<file path="src/rtl/irq_pkg.sv">
package irq_pkg;

    // Pulse length in clock cycles for a given clock rate and pulse width in microseconds.
    function automatic int unsigned pulse_cycles(input int unsigned clk_hz,
                                                 input int unsigned width_us);
        int unsigned per_us;
        per_us = clk_hz / 1_000_000;
        if (per_us == 0) per_us = 1;
        return per_us * width_us;
    endfunction

    typedef enum logic {
        PT_IDLE = 1'b0,
        PT_LOW  = 1'b1
    } pt_state_e;

endpackage

</file>
<file path="src/rtl/evt_detect.sv">
module evt_detect #(
    parameter int N_BIT = 8,
    parameter int CHG_W = 3,
    parameter int TS_W  = 4,
    localparam int IW   = N_BIT + CHG_W + TS_W,
    localparam int NSRC = N_BIT + 2
) (
    input  logic             clk,
    input  logic             rst,
    input  logic [N_BIT-1:0] bits_i,
    input  logic [CHG_W-1:0] chg_i,
    input  logic [TS_W-1:0]  ts_i,
    output logic [NSRC-1:0]  ev_o
);
    localparam int CHG_LO = N_BIT;
    localparam int TS_LO  = N_BIT + CHG_W;

    logic [IW-1:0] raw;
    logic [IW-1:0] sync1_q, sync2_q, prev_q;

    assign raw = {ts_i, chg_i, bits_i};

    always_ff @(posedge clk) begin
        if (rst) begin
            sync1_q <= '0;
            sync2_q <= '0;
            prev_q  <= '0;
        end else begin
            sync1_q <= raw;
            sync2_q <= sync1_q;
            prev_q  <= sync2_q;
        end
    end

    generate
        for (genvar i = 0; i < N_BIT; i++) begin : g_rise
            assign ev_o[i] = sync2_q[i] & ~prev_q[i];
        end
    endgenerate

    assign ev_o[N_BIT]   = sync2_q[CHG_LO +: CHG_W] != prev_q[CHG_LO +: CHG_W];
    assign ev_o[N_BIT+1] = sync2_q[TS_LO +: TS_W]   != prev_q[TS_LO +: TS_W];

    // a rising-edge event always follows a low sample in the previous stage
    assert_rise_needs_low_R4: assert property (@(posedge clk) disable iff (rst)
        ev_o[0] |=> $past(prev_q[0]) == 1'b0 && prev_q[0]);

endmodule

</file>
<file path="src/rtl/flag_bank.sv">
module flag_bank #(
    parameter int NSRC = 10
) (
    input  logic            clk,
    input  logic            rst,
    input  logic [NSRC-1:0] ev_i,
    input  logic            rd_i,
    input  logic            wr_i,
    input  logic [NSRC-1:0] wdata_i,
    output logic [NSRC-1:0] flags_o,
    output logic [NSRC-1:0] mask_o,
    output logic            fire_o
);
    logic [NSRC-1:0] flags_q, mask_q;

    always_ff @(posedge clk) begin
        if (rst) begin
            flags_q <= '0;
            mask_q  <= '0;
        end else begin
            flags_q <= (rd_i ? '0 : flags_q) | ev_i;
            if (wr_i) mask_q <= wdata_i;
        end
    end

    assign flags_o = flags_q;
    assign mask_o  = mask_q;
    assign fire_o  = |(ev_i & ~mask_q);

    assert_flag_sticky_R7: assert property (@(posedge clk) disable iff (rst)
        !rd_i |=> (flags_q & $past(flags_q)) == $past(flags_q));

    assert_read_clears_R8: assert property (@(posedge clk) disable iff (rst)
        rd_i |=> (flags_q & ~$past(ev_i)) == '0);

    assert_set_beats_clear_R11: assert property (@(posedge clk) disable iff (rst)
        (rd_i && (ev_i != '0)) |=> (flags_q & $past(ev_i)) == $past(ev_i));

    assert_mask_write_R12: assert property (@(posedge clk) disable iff (rst)
        wr_i |=> mask_q == $past(wdata_i));

endmodule

</file>
<file path="src/rtl/pulse_gen.sv">
module pulse_gen
    import irq_pkg::*;
#(
    parameter int PULSE_CYC = 256,
    localparam int CW = $clog2(PULSE_CYC + 1)
) (
    input  logic clk,
    input  logic rst,
    input  logic trig_i,
    output logic int_n_o
);
    localparam logic [CW-1:0] LOAD = CW'(PULSE_CYC);

    pt_state_e     state_q;
    logic [CW-1:0] cnt_q;
    logic          ready_q;

    always_ff @(posedge clk) begin
        if (rst) begin
            state_q <= PT_IDLE;
            cnt_q   <= '0;
            ready_q <= 1'b1;
        end else begin
            ready_q <= 1'b0;
            case (state_q)
                PT_IDLE: begin
                    if (trig_i || ready_q) begin
                        state_q <= PT_LOW;
                        cnt_q   <= LOAD;
                    end
                end
                PT_LOW: begin
                    cnt_q <= cnt_q - 1'b1;
                    if (cnt_q == CW'(1)) state_q <= PT_IDLE;
                end
                default: state_q <= PT_IDLE;
            endcase
        end
    end

    assign int_n_o = (state_q == PT_IDLE);

    assert_fall_has_cause_R2: assert property (@(posedge clk) disable iff (rst)
        $fell(int_n_o) |-> $past(trig_i || ready_q));

    assert_no_retrigger_R10: assert property (@(posedge clk) disable iff (rst)
        (state_q == PT_LOW) |=> cnt_q != LOAD);

endmodule

</file>
<file path="src/rtl/irq_pulse_top.sv">
module irq_pulse_top
    import irq_pkg::*;
#(
    parameter int N_BIT    = 8,
    parameter int CHG_W    = 3,
    parameter int TS_W     = 4,
    parameter int CLK_HZ   = 1_000_000,
    parameter int PULSE_US = 256,
    localparam int NSRC      = N_BIT + 2,
    localparam int PULSE_CYC = int'(pulse_cycles(CLK_HZ, PULSE_US))
) (
    input  logic             clk,
    input  logic             rst,
    input  logic [N_BIT-1:0] stat_bits_i,
    input  logic [CHG_W-1:0] chg_code_i,
    input  logic [TS_W-1:0]  ts_code_i,
    input  logic             rd_i,
    output logic [NSRC-1:0]  rd_data_o,
    input  logic             wr_mask_i,
    input  logic [NSRC-1:0]  mask_wdata_i,
    output logic [NSRC-1:0]  mask_o,
    output logic             int_n_o
);
    logic [NSRC-1:0] ev;
    logic            fire;

    evt_detect #(.N_BIT(N_BIT), .CHG_W(CHG_W), .TS_W(TS_W)) u_det (
        .clk    (clk),
        .rst    (rst),
        .bits_i (stat_bits_i),
        .chg_i  (chg_code_i),
        .ts_i   (ts_code_i),
        .ev_o   (ev)
    );

    flag_bank #(.NSRC(NSRC)) u_flags (
        .clk     (clk),
        .rst     (rst),
        .ev_i    (ev),
        .rd_i    (rd_i),
        .wr_i    (wr_mask_i),
        .wdata_i (mask_wdata_i),
        .flags_o (rd_data_o),
        .mask_o  (mask_o),
        .fire_o  (fire)
    );

    pulse_gen #(.PULSE_CYC(PULSE_CYC)) u_pulse (
        .clk     (clk),
        .rst     (rst),
        .trig_i  (fire),
        .int_n_o (int_n_o)
    );

    // a masked-only event seen while idle must not pull the line low
    assert_mask_quiet_R9: assert property (@(posedge clk) disable iff (rst)
        (int_n_o && !fire && ((ev & mask_o) != '0) && !$rose(rst)) |=> int_n_o || $past(rst, 2));

    assert_reset_idle_R1: assert property (@(posedge clk)
        rst |=> int_n_o);

endmodule

</file>
<file path="config.mk">
export PLATFORM = sky130hd
export DESIGN_NAME = irq_pulse_top
export DESIGN_NICKNAME = d
export VERILOG_FILES = /design/src/rtl/irq_pkg.sv /design/src/rtl/evt_detect.sv /design/src/rtl/flag_bank.sv /design/src/rtl/pulse_gen.sv /design/src/rtl/irq_pulse_top.sv
export SDC_FILE = /design/constraint.sdc
export NUM_CORES = 1
export LEC_CHECK = 0
export BUFFER_PORTS_ARGS = -buffer_cell sky130_fd_sc_hd__buf_2
export CAP_MARGIN = 20
export CORE_MARGIN = 10
export CORE_UTILIZATION = 55
export CTS_CLUSTER_SIZE = 20
export DETAILED_ROUTE_END_ITERATION = 12
export HOLD_SLACK_MARGIN = 0.05
export PLACE_DENSITY_LB_ADDON = 0.1
export SLEW_MARGIN = 20
export SYNTH_ARGS = -nofsm -noshare
export SYNTH_HDL_FRONTEND = slang
export SYNTH_HIERARCHICAL = 1
export SYNTH_SLANG_ARGS = --single-unit
</file>
<file path="constraint.sdc">
create_clock -name clk -period 3.6 [get_ports clk]
set_input_delay 0.18 -clock clk [delete_from_list [all_inputs] [get_ports clk]]
set_output_delay 0.18 -clock clk [all_outputs]
set_load 0.02 [all_outputs]
</file>
==> summary.md <==
| Metric | Value |
|---|---|
| Leakage | 1.39 nW |
| Top Metal Used | met4 |
| Synth area leaders | dfxtp_1 58%, nor2b_1 13%, mux2i_1 4.2% |
| Hold endpoint | u_det/sync1_q[4] |
| Post-CTS Setup Repair Bufs | 0 |
| WS Path Type | reg -> reg |
| Register bit total from synthesis | 76 |
| Max IR drop VDD | 0.000320 V |
| Clk_lat worst skew | 0.34 ns |
| CP Launch Type | flip-flop |
| Initial core utilization | 0.562 |
| Final hold vios | 0 |
| Die area | 0.00793 sq mm |
| Critical path required time | 3.85 ns |
| Worst r2r dst | u_pulse/cnt_q[2] |
| Hold Crit Class | in -> reg |
| Mapped Area | 0.00262 sq mm |
| Routed wire per std cell | 12.3 microns |
| DRC | 0 |
| Footprint of the multi-input gates | 987 sq um |
| Ys Warns | 6 |
| R2R setup slack | 1.42 ns |
| Sequential fraction of the synthesis area | 0.580 |
| Ratio of cells with drive above 1 in the final layout | 0.222 |
| Routed wl met3 | 440 microns |
| Via/cell ratio | 4.90 |
| Count leader, synth | dfxtp_1 |
| R2R Path Start | u_det/prev_q[11] |
| H-tree Lvls | 3 |
| Grt ovf | 0 |
| Final nets | 346 |
| Crit path DAT | 2.42 ns |
| Critical Path Sink Type | flip-flop |
| Max Root-Sink Buffers | 2 |
| Post-synth ARST share | 0 |
| Die height | 89.0 microns |
| Status | finished, final reports clean |
| CTS sink count | 76 |
| FF-to-FF path depth | 8 |
| Number of global-route vias before repair | 1691 |
| Main synth FF type | dfxtp_1 |
| Global-route wire length before repair | 7490 microns |
| Clock slew at reported path FFs | 0.08 ns |
| Via Count | 1831 |
| Min-Delay Startpoint | stat_bits_i[4] |
| Syn nets | 280 |
| Worst-path fanout max | 9 |
| Detailed Route Iter0 Violations | 79 |
| RSZ-0062 raised after global routing | no |
| DP Cell Count | 344 |
| Finished Layout Cells | 374 |
| Die Width | 89.0 microns |
| Pwr per Cell Area | 532 mW/mm^2 |
| RePlAce Congestion | 0.768 |
| Ports | 50 |
| # rows | 25 |
| First-pass detailed-route iteration total | 4 |
| Ant diodes | 0 |
| Setup tns final | 0 ns |
| EDFF count, synth | 0 |
| Synthesis-to-finish area growth | 22.4% |
| MaxCap Viol Count | 0 |
| Fin crit share | 0.604 |
| Synth unique cells | 38 |
| Initial antenna violation count | 0 |
| Slew Viols, Final | 0 |
| Share of the synthesized area in the top cell type | 0.580 |
| Post-CTS sizing | 0 |
| FILL cells | 376 |
| DP HPWL | 3200 microns |
| Synth top cells by count | 76 x dfxtp_1, 53 x nor2b_1, 24 x nor2_1 |
| Cells after synthesis | 249 |
| Pin count of the biggest net entering global routing | 47 |
| Syn Area/Cell | 10.5 sq um |
| # setup viols final | 0 |
| Metal2 WL | 1900 microns |
| Total power | 0.00171 W |
| Tightest Pin Transition | 0.764 ns |
| WL met1 | 2180 microns |
| Sequential cell area | 0.00152 sq mm |
| Slew HR | 0.491 |
| Worst Hold Path Cells | 2 |
| DRT Wirelength | 4610 microns |
| Minimum clock period | 2.18 ns |
| Buffers on Ports | 49 |
| Skew final | 0.00500 ns |
| GRT Resource Usage Total | 0.123 |
| Fmax achieved | 460 MHz |
| Cts bufs inserted | 9 |
| Yosys top cell by area | dfxtp_1 |
| Root buffer cell | clkbuf_8 |
| Final core utilization | 0.689 |
| Post-route ant nets | 0 |
| CTS tree | done |
| Core Region | 0.00466 sq mm |
-- report_power, final --
group | switching [W] | internal (W)
combinational | 0.0000951 | 0.0000983
sequential | 0.0000370 | 0.000889
clock | 0.000298 | 0.000289
-- critical path: stages, from the launching register on --
cell       delay (ns)
dfxtp_1          0.31
xnor2_1          0.17
nand4_1          0.16
inv_1            0.09
o2111ai_1        0.09
or4_1            0.44
nor3_2           0.44
inv_1            0.13
a311oi_1         0.26
-- layout make-up --
cell class | instances | share of cell area
sequential | 76 | 0.474
multi-input combinational | 150 | 0.308
timing repair buffer | 64 | 0.122
clock buffer | 11 | 0.0472
tap | 54 | 0.0211
inverter | 14 | 0.0164
clock inverter | 5 | 0.0113
-- stage by stage --
| step | area, sq um | setup slack (ns) | hold WS (ns) |
|---|---|---|---|
| floorplan | 2620 | 1.72 | 0.208 |
| global placement | 2880 | 1.45 | 0.388 |
| detailed placement | 2880 | 1.40 | 0.392 |
| CTS | 3210 | 1.39 | 0.0563 |
| global route | 3210 | 1.22 | 0.0774 |
| finish | 3210 | 1.42 | 0.0646 |
-- sequential cells by signal, indices dropped and copies added, names as in the netlist --
signal / count
u_pulse/state_q: 1
u_det/sync1_q: 15
u_det/sync2_q: 15
u_pulse/cnt_q: 9
u_flags/flags_o: 10
u_pulse/ready_q: 1
u_det/prev_q: 15
u_flags/mask_o: 10
-- kinds of logic (layout without fill, tap and decap cells) --
group	Yosys count	after routing	share of synthesized area
simple gates	99	99	0.223
flops	76	76	0.580
compound gates	31	31	0.0783
buf+inv	23	94	0.0430
mux	11	11	0.0420
xor+xnor	7	7	0.0234
fa+ha+maj	2	2	0.00955
-- placed cells by master (no fill, tap or decap), types with 2 or more instances in the layout --
master	netlist	routed
a21oi_1	14	14
clkbuf_8	2	11
o22ai_1	3	3
dlygate4sd3_1	0	14
a311oi_1	3	3
clkinv_4	0	3
ha_1	2	2
inv_1	11	11
or4_1	2	2
nand2_1	2	2
o311ai_0	2	2
nor2_1	24	24
mux2i_1	11	11
xnor2_1	7	7
buf_2	5	49
or3_1	3	3
a211oi_1	2	2
nand2b_1	4	4
nor2b_1	53	53
clkinv_2	0	2
dfxtp_1	76	76
clkinv_1	3	3
-- worst max path at each step --
stage | from | to | slack (ns) | cells past startpoint
finish | u_det/prev_q[11] | u_pulse/cnt_q[2] | 1.42 | 8
global route | u_det/prev_q[11] | u_pulse/cnt_q[2] | 1.22 | 8
CTS | u_det/prev_q[11] | u_pulse/cnt_q[3] | 1.39 | 8
detailed placement | u_det/prev_q[11] | u_pulse/cnt_q[3] | 1.40 | 8
global placement | u_det/prev_q[11] | u_pulse/cnt_q[2] | 1.45 | 8
floorplan | u_det/prev_q[9] | u_pulse/cnt_q[2] | 1.72 | 8
-- routing by layer --
layer / GRT usage / up-vias
met5: 0 / -
met3: 0.0538 / 10
li1: - / 959
met2: 0.172 / 55
met4: 0.0708 / 0
met1: 0.155 / 807
-- what timing repair did --
action                     CTS  global route
hold buffers                14             0
setup endpoints to repair    0             0
hold endpoints to repair    14             0
Note: power is estimated with default switching activity, not from simulation.
